**src/rtl/intcPkg.sv**
```systemverilog
package intcPkg;
  localparam int WORD_W = 32;

  // Strobes from the address decoder to the datapath
  typedef struct packed {
    logic       enWr;      // write to a mapped enable word
    logic       cpuSel;    // selected bank
    logic [1:0] wordSel;   // selected word inside the bank
    logic       rdStb;     // read strobe: capture read data
    logic       rdHit;     // address is mapped
    logic       rdStatus;  // address is in the status half
  } ctrlStrobe_t;
endpackage

```
**src/rtl/intcSync.sv**
```systemverilog
module intcSync #(
  parameter int WIDTH = 128
) (
  input  logic             clk,
  input  logic             rstN,
  input  logic [WIDTH-1:0] din,
  output logic [WIDTH-1:0] dout
);
  logic [WIDTH-1:0] stage1;
  logic [1:0]       age;

  always_ff @(posedge clk) begin
    if (!rstN) begin
      stage1 <= '0;
      dout   <= '0;
    end else begin
      stage1 <= din;
      dout   <= stage1;
    end
  end

  always_ff @(posedge clk) begin
    if (!rstN)            age <= '0;
    else if (age != 2'd3) age <= age + 2'd1;
  end


  sync_delay_chk: assert property (@(posedge clk) disable iff (!rstN)
    age[1] |-> dout == $past(din, 2));
endmodule

```
**src/rtl/intcRegDecode.sv**
```systemverilog
module intcRegDecode
  import intcPkg::*;
#(
  parameter int NUM_IRQ = 128,
  parameter int NUM_CPU = 2,
  parameter int ADDR_W  = 8
) (
  input  logic              busWrEn,
  input  logic              busRdEn,
  input  logic [ADDR_W-1:0] busAddr,
  output ctrlStrobe_t       strobe
);
  localparam int NUM_WORDS  = NUM_IRQ / WORD_W;
  localparam int WORD_IDX_W = $clog2(NUM_WORDS);
  localparam int BANK_SHIFT = WORD_IDX_W + 3;
  localparam int BANK_W     = ADDR_W - BANK_SHIFT;

  logic                  aligned;
  logic                  isStatus;
  logic                  mapped;
  logic [BANK_W-1:0]     bankIdx;
  logic [WORD_IDX_W-1:0] wordIdx;

  always_comb begin
    aligned  = (busAddr[1:0] == 2'b00);
    bankIdx  = busAddr[ADDR_W-1:BANK_SHIFT];
    isStatus = busAddr[BANK_SHIFT-1];
    wordIdx  = busAddr[BANK_SHIFT-2:2];
    mapped   = aligned && (int'(bankIdx) < NUM_CPU);

    strobe.enWr     = busWrEn && mapped && !isStatus;
    strobe.cpuSel   = bankIdx[0];
    strobe.wordSel  = 2'(wordIdx);
    strobe.rdStb    = busRdEn;
    strobe.rdHit    = mapped;
    strobe.rdStatus = isStatus;
  end
endmodule

```
**src/rtl/intcBankDatapath.sv**
```systemverilog
module intcBankDatapath
  import intcPkg::*;
#(
  parameter int NUM_IRQ = 128,
  parameter int NUM_CPU = 2
) (
  input  logic               clk,
  input  logic               rstN,
  input  ctrlStrobe_t        ctrl,
  input  logic [WORD_W-1:0]  wrData,
  input  logic [NUM_IRQ-1:0] irqSync,
  output logic [WORD_W-1:0]  rdData,
  output logic [NUM_CPU-1:0] cpuIrq
);
  localparam int NUM_WORDS = NUM_IRQ / WORD_W;

  logic [NUM_CPU-1:0][NUM_IRQ-1:0] enReg;
  logic [NUM_CPU-1:0][NUM_IRQ-1:0] status;
  logic [WORD_W-1:0]               rdWord;

  // Enable banks: whole-word writes only
  always_ff @(posedge clk) begin
    if (!rstN) begin
      enReg <= '0;
    end else if (ctrl.enWr) begin
      for (int c = 0; c < NUM_CPU; c++) begin
        for (int w = 0; w < NUM_WORDS; w++) begin
          if (ctrl.cpuSel == 1'(c) && ctrl.wordSel == 2'(w))
            enReg[c][w*WORD_W +: WORD_W] <= wrData;
        end
      end
    end
  end

  // Masked status and per-CPU output OR
  always_comb begin
    for (int c = 0; c < NUM_CPU; c++)
      status[c] = irqSync & enReg[c];
  end

  always_ff @(posedge clk) begin
    if (!rstN) begin
      cpuIrq <= '0;
    end else begin
      for (int c = 0; c < NUM_CPU; c++)
        cpuIrq[c] <= |status[c];
    end
  end

  // Readback mux
  always_comb begin
    rdWord = '0;
    for (int c = 0; c < NUM_CPU; c++) begin
      for (int w = 0; w < NUM_WORDS; w++) begin
        if (ctrl.cpuSel == 1'(c) && ctrl.wordSel == 2'(w))
          rdWord = ctrl.rdStatus ? status[c][w*WORD_W +: WORD_W]
                                 : enReg[c][w*WORD_W +: WORD_W];
      end
    end
    if (!ctrl.rdHit) rdWord = '0;
  end

  always_ff @(posedge clk) begin
    if (!rstN)           rdData <= '0;
    else if (ctrl.rdStb) rdData <= rdWord;
  end


  enable_hold_chk: assert property (@(posedge clk) disable iff (!rstN)
    !ctrl.enWr |=> $stable(enReg));


  unmapped_read_zero_chk: assert property (@(posedge clk) disable iff (!rstN)
    (ctrl.rdStb && !ctrl.rdHit) |=> rdData == '0);


  read_hold_chk: assert property (@(posedge clk) disable iff (!rstN)
    !ctrl.rdStb |=> $stable(rdData));

  for (genvar c = 0; c < NUM_CPU; c++) begin : g_cpuChk

    masked_quiet_chk: assert property (@(posedge clk) disable iff (!rstN)
      (enReg[c] == '0) |=> !cpuIrq[c]);


    irq_has_source_chk: assert property (@(posedge clk) disable iff (!rstN)
      cpuIrq[c] |-> $past(|irqSync));
  end
endmodule

```
**src/rtl/levelIrqAggregator.sv**
```systemverilog
module levelIrqAggregator
  import intcPkg::*;
#(
  parameter int NUM_IRQ = 128,
  parameter int NUM_CPU = 2,
  parameter int ADDR_W  = 8
) (
  input  logic               clk,
  input  logic               rstN,
  input  logic [NUM_IRQ-1:0] irqIn,
  input  logic               busWrEn,
  input  logic               busRdEn,
  input  logic [ADDR_W-1:0]  busAddr,
  input  logic [31:0]        busWrData,
  output logic [31:0]        busRdData,
  output logic [NUM_CPU-1:0] cpuIrq
);
  if (!((NUM_IRQ == 64 || NUM_IRQ == 128) && (NUM_CPU == 1 || NUM_CPU == 2)))
    begin : g_badParam
      $error("levelIrqAggregator: unsupported NUM_IRQ or NUM_CPU");
    end

  ctrlStrobe_t        strobe;
  logic [NUM_IRQ-1:0] irqSync;

  intcSync #(.WIDTH(NUM_IRQ)) uSync (
    .clk  (clk),
    .rstN (rstN),
    .din  (irqIn),
    .dout (irqSync)
  );

  intcRegDecode #(.NUM_IRQ(NUM_IRQ), .NUM_CPU(NUM_CPU), .ADDR_W(ADDR_W)) uDecode (
    .busWrEn (busWrEn),
    .busRdEn (busRdEn),
    .busAddr (busAddr),
    .strobe  (strobe)
  );

  intcBankDatapath #(.NUM_IRQ(NUM_IRQ), .NUM_CPU(NUM_CPU)) uData (
    .clk     (clk),
    .rstN    (rstN),
    .ctrl    (strobe),
    .wrData  (busWrData),
    .irqSync (irqSync),
    .rdData  (busRdData),
    .cpuIrq  (cpuIrq)
  );
endmodule

```
**config.mk**
```make
export PLATFORM = sky130hd
export DESIGN_NAME = levelIrqAggregator
export DESIGN_NICKNAME = d
export VERILOG_FILES = /design/src/rtl/intcPkg.sv /design/src/rtl/intcSync.sv /design/src/rtl/intcRegDecode.sv /design/src/rtl/intcBankDatapath.sv /design/src/rtl/levelIrqAggregator.sv
export SDC_FILE = /design/constraint.sdc
export NUM_CORES = 1
export LEC_CHECK = 0
export ABC_CLOCK_PERIOD_IN_PS = 4000
export BUFFER_PORTS_ARGS = -buffer_cell sky130_fd_sc_hd__buf_2
export CAP_MARGIN = 20
export CORE_MARGIN = 2
export CORE_UTILIZATION = 55
export DETAILED_ROUTE_END_ITERATION = 7
export PLACE_DENSITY_LB_ADDON = 0.08
export REMOVE_ABC_BUFFERS = 1
export SLEW_MARGIN = 20
export SYNTH_ARGS = -nofsm -noshare
export SYNTH_HDL_FRONTEND = slang
export SYNTH_SLANG_ARGS = --single-unit
export TNS_END_PERCENT = 20
```
**constraint.sdc**
```tcl
create_clock -name clk -period 4 [get_ports clk]
set_input_delay 0.6 -clock clk [delete_from_list [all_inputs] [get_ports clk]]
set_output_delay 0.6 -clock clk [all_outputs]
set_load 0.005 [all_outputs]
```
# == After elaboration in Yosys (flattened, before gate mapping) ==
# Index checks and enable logic that the tools add are counted.
# word_totals
inputBits,172
ram_bits,0
rom_bits,0
n_memories,0
elab_cells,60
regBits,546
latchBits,0
# op_classes
bitwise_logic,3
n_lt_le_gt_ge,1
n_eq_ne,3
n_addsub,0
n_reduce_logical,24
multipliers,0
mux,17
n_div,0
shift,0
# op_table
operator,count
$mux W32,17
$and A128 B128 Y128,2
$reduce_or A128 Y1,2
$reduce_and A2 Y1,8
$logic_and A1 B1 Y1,11
$eq A2 B2 Y1 const B,2
$logic_not A2 Y1,2
$lt A3 B2 Y1 const B,1
$eq A2 B1 Y1 const B,1
$logic_not A1 Y1,1
$not A1 Y1,1

# == Longest topological paths before layout ==
# Gate-level depths: netlist of the first run.
# logic_depth
ltp_word,11
mapped_depth,8
mapped_depth_nobuf,5

# == Modules after synthesis ==
# From an unflattened synthesis of the first run, not the netlist that was laid out.
# unflattened
cells_unflattened,2575
hier_area_um2,21896.0
# modules_own_cells
mod,seq_area_each_um2,area_per_inst_um2,cells_each,n_inst
intcBankDatapath,5805.6,14959.3,2027,1
intcSync,5124.9,6870.3,540,1
intcRegDecode,0.0,66.3,8,1

# == Worst setup path before layout of the first run ==
# No wires, ideal clock.
# synth_path
path_type,input to register
start,input port busAddr[2]
end,register uData.rdData[12]
t_required_ns,3.883
cell_stages,8
t_arrival_ns,1.825
path_slack_ns,2.058
setup_ns,0.117
path_cell_list,buf_4 > buf_4 > buf_2 > mux2i_1 > a21oi_1 > o21ai_0 > o31ai_1 > a22o_1
# synth_between
elab_chain_len,11
elab_cells_between_ends,21
cone_classes,3 x eq/ne; 9 x mux; 9 x reduce/logical
# synth_lines
element,line_no,text
from (decl),levelIrqAggregator.sv:13,"input logic [ADDR_W-1:0] busAddr,"
$logic_not A2 Y1,intcBankDatapath.sv:55,if (ctrl.cpuSel == 1'(c) && ctrl.wordSel == 2'(w))
$logic_and A1 B1 Y1,intcBankDatapath.sv:55,
$mux W32 (7 in a row),intcBankDatapath.sv:55,
$mux W32 *,intcBankDatapath.sv:55,
$mux W32 *,intcBankDatapath.sv:60,if (!ctrl.rdHit) rdWord = '0;
to (signal assigned),intcBankDatapath.sv:65,else if (ctrl.rdStb) rdData <= rdWord;
to (decl),intcBankDatapath.sv:12,"output logic [WORD_W-1:0] rdData,"
# Mark *: on every way between the ends. The rest lies on a longest branch, timed or not.
# A chain may end at the register's enable or synchronous reset.

# == Worst setup path in the final report of the first run ==
# layout_path
start,input port busAddr[3]
end,register uData.enReg[146] in the netlist's numbering
# layout_between
elab_chain_len,3
# layout_lines
element,line_no,text
$logic_not A2 Y1,intcBankDatapath.sv:28,if (ctrl.cpuSel == 1'(c) && ctrl.wordSel == 2'(w))
$logic_and A1 B1 Y1,intcBankDatapath.sv:28,
$reduce_and A2 Y1 (no source line),-,
"to (signal, indexed assignment)",intcBankDatapath.sv:29,enReg[c][w*WORD_W +: WORD_W] <= wrData;
to (decl),intcBankDatapath.sv:17,logic [NUM_CPU-1:0][NUM_IRQ-1:0] enReg;
# Every way passes these cells.

==> impl_results.rst, run 1 <==
.. list-table::
   :header-rows: 1

   * - Metric
     - Value
   * - EDFF count, synth
     - 0
   * - Residual overflow from global routing
     - 0
   * - Dominant register cell in the synthesized netlist
     - dfxtp_1
   * - Post-Synthesis Cell Area
     - 21460 um^2
   * - Fraction of final layout cells with drive strength greater than 1
     - 0.1407
   * - Post-synthesis area per instance
     - 8.703 um^2
   * - YS warnings
     - 0
   * - Kind of launch point of the worst setup path
     - input pin
   * - Final period demand of the worst path
     - 2.687 ns
   * - Std-Cell Core Area
     - 38560 um^2
   * - Site Rows
     - 72
   * - Ports placed on the boundary
     - 206
   * - Actual slew at the worst max-slew pin
     - 1.234 ns
   * - Pin count of the biggest net entering global routing
     - 125
   * - Depth of the CTS H-tree
     - 2
   * - CTS sink count
     - 546
   * - Clock skew
     - 0.01378 ns
   * - Crit. End Element
     - flop
   * - Worst-skew pair later-pin latency
     - 0.60 ns
   * - Number of instances resized during post-cts repair
     - 0
   * - Chip height
     - 201.5 um
   * - Part of the cycle the worst path needs
     - 0.6718
   * - Remaining antenna violation count
     - 0
   * - Worst ir drop on vdd
     - 0.4143 mV
   * - Sink of the worst hold path
     - uSync.stage1[70]$_SDFF_PN0_
   * - Fill count
     - 3401
   * - Reg-to-reg critical path startpoint
     - uSync.dout[36]$_SDFF_PN0_
   * - Max transition margin
     - 0.1774
   * - Number of detailed-routing iterations run before antenna repair
     - 6
   * - I/O Buffers
     - 205
   * - Number of cells traversed by the worst hold path
     - 2
   * - Area of combinational cells with multiple inputs
     - 9569 um^2
   * - Avg Vias per Cell
     - 6.460
   * - Antenna Diode Count
     - 0
   * - Number of nets in the final layout
     - 2757
   * - Vias
     - 20280
   * - Global-route wire length before repair
     - 127.1 mm
   * - Clock tree from TritonCTS
     - done
   * - Largest cells by area after synthesis
     - dfxtp_1 51%, nand2_1 9.2%, a21oi_1 8.8%
   * - Final setup fails
     - 0
   * - Initial antenna violation count
     - 1
   * - Total power
     - 11.64 mW
   * - Unrepaired setup endpoints after global routing
     - false
   * - Fin cells
     - 3140
   * - DP Wirelength
     - 59.05 mm
   * - Count of buffers added by post-CTS timing repair for setup
     - 0
   * - Data required time of the worst path
     - 4.51 ns
   * - Fraction of the core area covered by cells at the end of the flow
     - 0.6386
   * - Max-cap violation count
     - 0
   * - Synth-to-layout area growth
     - 14.72%
   * - Hold path startpoint
     - irqIn[70]
   * - Max-slew violation total from the final report
     - 0
   * - Worst r2r path cells
     - 5
   * - Inst Count DP
     - 3048
   * - Cell type with the highest aggregate area in the netlist
     - dfxtp_1
   * - Slowest library cell on the worst path
     - buf_2
   * - Fraction of post-synthesis cell area in the top cell type by area
     - 0.5093
   * - Clock transition at the register clock pins on the worst setup and hold paths after CTS
     - 0.07 ns
   * - Number of buffers inserted for hold repair after clock tree synthesis
     - 0
   * - Ratio of total power to cell area
     - 472.7 nW/um^2
   * - Max Clock Freq
     - 372.1 MHz
   * - Sequential-to-total area share from yosys stat
     - 0.5093
   * - TritonCTS buffer count
     - 53
   * - R2R Path End
     - uData.cpuIrq[0]$_SDFF_PN0_
   * - Hold/Removal Path Class
     - input pin to flop
   * - Pleak
     - 9.238 nW
   * - Delay of the slowest cell on the worst path
     - 0.72 ns
   * - Critical path peak fanout
     - 34
   * - Via count of the first global-routing pass
     - 18960
   * - Worst Path Arrival
     - 3.19 ns
   * - Routability Congestion
     - 1.034
   * - Deepest clock path buffer count
     - 3
   * - Detailed router's first-iteration violation count
     - 3485
   * - Die Width
     - 201.5 um
   * - Cell chain of the critical path
     - buf_2 -> buf_4 -> nor3b_2 -> buf_12 -> nand2_1 -> buf_4 -> nand2_1 -> a21oi_1
   * - Wirelength, routed
     - 87.49 mm
   * - Starting utilization of the core area
     - 0.5566
   * - Count of cell types in the netlist
     - 50
   * - Number of remaining DRC errors
     - 0
   * - Average routed wire per standard cell
     - 27.86 um
   * - Asr flop ratio synth
     - 0
   * - Gate count after technology mapping
     - 2466
   * - Yosys reg bits
     - 546
   * - Overall global routing resource usage
     - 0.4247
   * - Floorplan die area
     - 40620 um^2
   * - Status
     - finished clean
   * - Start-to-end type of the worst setup path
     - input pin to flop
   * - Clock Root Buffer
     - clkbuf_16
   * - Worst setup slack for register-to-register paths
     - 1.38 ns
   * - Storage element area
     - 10930 um^2
   * - Hold Fails Final Rpt
     - 0
report_power, final:
group          total, mW  leakage [nW]  internal [mW]  switching (mW)
sequential          5.68          4.45           5.56           0.118
combinational      0.604          3.87          0.211           0.393
clock               5.35         0.910           3.21            2.14
total               11.6          9.24           8.98            2.66
sequential cells by signal, indices dropped and copies added, names as in the netlist:
name,flops
uSync.dout,128
uData.enReg,256
uData.cpuIrq,2
uData.rdData,32
uSync.stage1,128
worst max path at each step:
stage	start	end	slack, ns
2_1_floorplan	rstN	uData.rdData[0]$_SDFFE_PN0P_	-0.05
3_3_place_gp	busAddr[5]	uData.enReg[154]$_SDFFE_PN0P_	1.05
3_5_place_dp	busAddr[1]	uData.enReg[22]$_SDFFE_PN0P_	0.99
4_1_cts	busAddr[3]	uData.enReg[146]$_SDFFE_PN0P_	1.55
5_1_grt	busAddr[3]	uData.enReg[146]$_SDFFE_PN0P_	1.39
6_report	busAddr[3]	uData.enReg[146]$_SDFFE_PN0P_	1.31
worst max-delay path: cells and delay by family:
kind | cells | cell delay (ns)
simple gates | 3 | 0.47
compound gates | 1 | 0.20
buf+inv | 4 | 1.85
logic make-up (layout without fill, tap and decap cells):
| logic type | after synthesis | after routing | synth area share |
|---|---|---|---|
| and+or+nand+nor | 944 | 944 | 0.2122 |
| AOI/OAI and AO/OA | 699 | 699 | 0.2036 |
| DFF | 546 | 546 | 0.5093 |
| buffers and inverters | 215 | 371 | 0.04582 |
| muxes | 62 | 62 | 0.02909 |
metrics by stage:
stage          setup TNS [ns]  area [um^2]  worst slack, ns  hold WS (ns)
2_1_floorplan          -1.035        20530         -0.05445        0.4118
6_report                    0        24620            1.313        0.2023
5_1_grt                     0        24620            1.391        0.1985
4_1_cts                     0        24620            1.555        0.1858
3_5_place_dp                0        22780           0.9927        0.4169
3_3_place_gp                0        22780            1.053        0.4139
placed cells by master, fill, tap and decap left out, types with 8 or more instances in the layout:
cell and instances:
dfxtp_1 546, nand2_1 528, a21oi_1 376, and2_1 258, buf_2 203, a22oi_1 66, mux2i_1 59, a22o_1 59
o21ai_0 54, buf_4 54, clkbuf_16 53, nand2b_1 50, a221oi_1 40, nor3_1 25, nand4_1 25, o211ai_1 19
o221a_1 19, o31ai_1 19, nand3_1 15, inv_1 12, clkinv_2 12, nor2_1 10, bufinv_16 10, a32oi_1 9
o221ai_1 9, o21ai_1 9, clkbuf_8 8
cell type report:
class / instances / area share
inverters: 14 / 0.002338
multi-input cells: 1705 / 0.3887
repair buffers: 265 / 0.06388
well taps: 518 / 0.02632
flip-flops and latches: 546 / 0.4439
clock buffers: 67 / 0.05925
clock inverters: 25 / 0.01560
cells in the mapped netlist, types with 14 or more instances:
| master | n |
|---|---|
| a21oi_1 | 376 |
| dfxtp_1 | 546 |
| nor2_1 | 14 |
| a221oi_1 | 40 |
| o31ai_1 | 19 |
| buf_2 | 93 |
| nand4_1 | 25 |
| a22o_1 | 59 |
| o21ai_0 | 54 |
| mux2i_1 | 59 |
| o211ai_1 | 19 |
| nand3_1 | 15 |
| nor3_1 | 25 |
| and2_1 | 258 |
| nand2b_1 | 50 |
| nand2_1 | 528 |
| clkbuf_1 | 90 |
| o221a_1 | 19 |
| a22oi_1 | 66 |
per-layer routing:
layer,global-route usage,vias up,share of wire
li1,-,8740,-
met1,0.5756,9444,0.37
met2,0.5881,1710,0.40
met3,0.1299,387,0.15
met4,0.2644,2,0.074
met5,0,-,0.00014
Power figures use the tool's default switching activity.
==> run 2: changes to the inputs <==
--- a/config.mk
+++ b/config.mk
@@ -5,11 +5,11 @@
 export SDC_FILE = /design/constraint.sdc
 export NUM_CORES = 1
 export LEC_CHECK = 0
-export ABC_CLOCK_PERIOD_IN_PS = 4000
+export ABC_CLOCK_PERIOD_IN_PS = 2170
 export BUFFER_PORTS_ARGS = -buffer_cell sky130_fd_sc_hd__buf_2
 export CAP_MARGIN = 20
 export CORE_MARGIN = 2
-export CORE_UTILIZATION = 55
+export CORE_UTILIZATION = 53
 export DETAILED_ROUTE_END_ITERATION = 7
 export PLACE_DENSITY_LB_ADDON = 0.08
 export REMOVE_ABC_BUFFERS = 1
==> constraint.sdc (replaced) <==
create_clock -name clk -period 2.17 [get_ports clk]
set_input_delay 0.3255 -clock clk [delete_from_list [all_inputs] [get_ports clk]]
set_output_delay 0.3255 -clock clk [all_outputs]
set_load 0.005 [all_outputs]
==> run 2 against run 1 <==
Effect of this change: combinational power grew 130%; utilization grew 3.5 points; hold slack lost 0.17 ns; critical path type is now flop to flop; critical endpoint is now uData.cpuIrq[1]$_SDFF_PN0_.
==> impl_results.rst, run 2 (synthesized netlist as in run 1, its figures left out) <==
.. list-table::
   :header-rows: 1

   * - Metric
     - Value
   * - Status
     - finished clean
   * - Met2 GRT Util
     - 0.6229 (+0.03489)
   * - TritonCTS buffer count
     - 54 (+1.9%)
   * - Routability Congestion
     - 1.053 (+1.8%)
   * - Number of detailed-routing iterations run before antenna repair
     - 6 (unchanged)
   * - Remaining antenna violation count
     - 0 (unchanged)
   * - Delay of the slowest cell on the worst path
     - 0.36 ns (-0.36 ns)
   * - Worst Setup Slack post-DPL
     - 0.09786 ns (-0.8949 ns)
   * - Max-slew violation total from the final report
     - 0 (unchanged)
   * - Kind of launch point of the worst setup path
     - flop
   * - Average routed wire per standard cell
     - 27.58 um (-1.0%)
   * - Largest Register
     - uData.enReg
   * - Global route hottest layer
     - met2
   * - Number of cells traversed by the worst hold path
     - 3 (+1)
   * - Die Width
     - 205.2 um (+1.8%)
   * - Largest registers in the final layout
     - uData.enReg: 256 flops, uSync.dout: 128 flops, uSync.stage1: 128 flops
   * - Via count of the first global-routing pass
     - 19740 (+4.1%)
   * - Clock skew
     - 0.02424 ns (+0.01045 ns)
   * - Cell type group with the largest total delay on the critical path
     - compound AO/OA/AOI/OAI gates
   * - Most common cell after layout, fill and taps aside
     - dfxtp_1
   * - Slowest library cell on the worst path
     - dfxtp_1
   * - Start-to-end type of the worst setup path
     - flop to flop
   * - Clock transition at the register clock pins on the worst setup and hold paths after CTS
     - 0.06 ns (about the same)
   * - Highest-count cells in the layout ignoring fill and taps
     - 546 x dfxtp_1, 528 x nand2_1, 376 x a21oi_1
   * - Final setup fails
     - 0 (unchanged)
   * - Hold Fails Final Rpt
     - 0 (unchanged)
   * - Crit. End Element
     - flop
   * - Synth-to-layout area growth
     - 24.92%
   * - Data required time of the worst path
     - 2.61 ns (-1.90 ns)
   * - Initial antenna violation count
     - 1 (unchanged)
   * - Total power
     - 21.93 mW (+88%)
   * - Final period demand of the worst path
     - 2.094 ns
   * - Floorplan die area
     - 42120 um^2 (+3.7%)
   * - Unrepaired setup endpoints after global routing
     - false
   * - Residual overflow from global routing
     - 0 (unchanged)
   * - Fraction of final layout cells with drive strength greater than 1
     - 0.1571 (+0.01638)
   * - Max transition margin
     - 0.5073 (+0.3299)
   * - Detailed router's first-iteration violation count
     - 3529 (+1.3%)
   * - CTS sink count
     - 546 (unchanged)
   * - Part of the cycle the worst path needs
     - 0.9649
   * - Worst-skew pair later-pin latency
     - 0.63 ns (+0.03 ns)
   * - Actual slew at the worst max-slew pin
     - 0.7391 ns (-0.4949 ns)
   * - Setup WS post-layout
     - 0.07618 ns (-1.237 ns)
   * - Chip height
     - 205.2 um (+1.8%)
   * - Ratio of total power to cell area
     - 818.1 nW/um^2 (+73%)
   * - Sum of buffers and inverters on the critical path
     - 1 (-3)
   * - Avg Vias per Cell
     - 6.305 (-2.4%)
   * - Largest register FFs
     - 256 (unchanged)
   * - Overall global routing resource usage
     - 0.4317 (+0.007086)
   * - Max Clock Freq
     - 477.6 MHz
   * - Max-cap violation count
     - 0 (unchanged)
   * - Wirelength, routed
     - 92.44 mm (+5.7%)
   * - Cell chain of the critical path
     - a22o_1 -> a221oi_1 -> buf_4 -> nand4_1 -> nor4_2 -> a31oi_1
   * - Clock tree from TritonCTS
     - done
   * - Number of remaining DRC errors
     - 0 (unchanged)
   * - Logic depth of the worst setup path including buffers
     - 6 (-2)
   * - Number of nets in the final layout
     - 2954 (+7.1%)
   * - Pleak
     - 10.25 nW (+11%)
   * - Vias
     - 21140 (+4.2%)
   * - Hold/Removal Path Class
     - input pin to flop
   * - Routing usage on met1
     - 0.5724 (-0.003217)
   * - I/O Buffers
     - 205 (unchanged)
   * - Ports placed on the boundary
     - 206 (unchanged)
   * - Critical path peak fanout
     - 4 (-88%)
   * - Clock Root Buffer
     - clkbuf_16
   * - Depth of the CTS H-tree
     - 2 (unchanged)
   * - Site Rows
     - 73 (+1.4%)
   * - Deepest clock path buffer count
     - 3 (unchanged)
   * - Worst Path Arrival
     - 2.53 ns (-0.66 ns)
   * - Worst ir drop on vdd
     - 0.7110 mV (+72%)
   * - Global-route wire length before repair
     - 131.6 mm (+3.6%)
   * - Routing usage on met3
     - 0.1162 (-0.01365)
   * - Std-Cell Core Area
     - 39820 um^2 (+3.3%)
   * - Pin count of the biggest net entering global routing
     - 149 (+19%)
   * - Worst r2r path cells
     - 6 (+1)
   * - Starting utilization of the core area
     - 0.5389 (-0.01770)
   * - DP Wirelength
     - 63.06 mm (+6.8%)
## run 2: through the flow
step / area [um^2] / instances / utilization / hold slack, ns / setup TNS [ns]
global placement: 23610 / 3123 / 0.5929 / 0.4148 / 0
floorplan: 20530 / 2265 / - / 0.4118 / -191.35
finish: 26810 / 3352 / 0.6732 / 0.03307 / 0
detailed placement: 23610 / 3123 / 0.5929 / 0.4169 / 0
CTS: 26780 / 3351 / 0.6724 / 0.01079 / 0
global route: 26810 / 3351 / 0.6732 / 0.02189 / 0
## run 2: cell type report
cell class                 count  area, um^2
clock inverter                27       381.6
antenna                        1       2.502
tap                          525       656.9
clock buffer                  73        1504
sequential                   546       10930
timing repair buffer         461        3677
fill                        3278       13010
multi-input combinational   1705        9600
inverter                      14       57.56
## run 2: what timing repair did
action                                 in CTS  in global routing
buffers inserted                            0                  0
endpoints found under the hold margin     128                  0
resized for setup                           0                  5
hold buffers                              128                  0
setup endpoints to repair                   0                  1
## run 2: metal layers
layer / vias up / routed length (um)
met3: 373 / 12980
met2: 1733 / 38010
met1: 9875 / 34920
met4: 0 / 6535
met5: - / 0
li1: 9155 / -
## run 2: worst paths after layout
kind                                   endpoint  slack, ns                    startpoint
setup reg to reg     uData.cpuIrq[1]$_SDFF_PN0_       0.08     uSync.dout[29]$_SDFF_PN0_
setup / recovery     uData.cpuIrq[1]$_SDFF_PN0_       0.08     uSync.dout[29]$_SDFF_PN0_
hold reg to reg      uSync.dout[126]$_SDFF_PN0_       0.43  uSync.stage1[126]$_SDFF_PN0_
hold / removal    uData.enReg[173]$_SDFFE_PN0P_       0.03                 busWrData[13]
## run 2: report_power, final
part	internal (mW)	switching (mW)
Sequential	10.3	0.211
Clock	5.93	4.12
Combinational	0.605	0.810
## run 2: tightest hold or removal path, delay by kind of cell
family	cells	cell delay [ns]
buf+inv	1	0.16
simple gates	1	0.07
compound gates	1	0.05
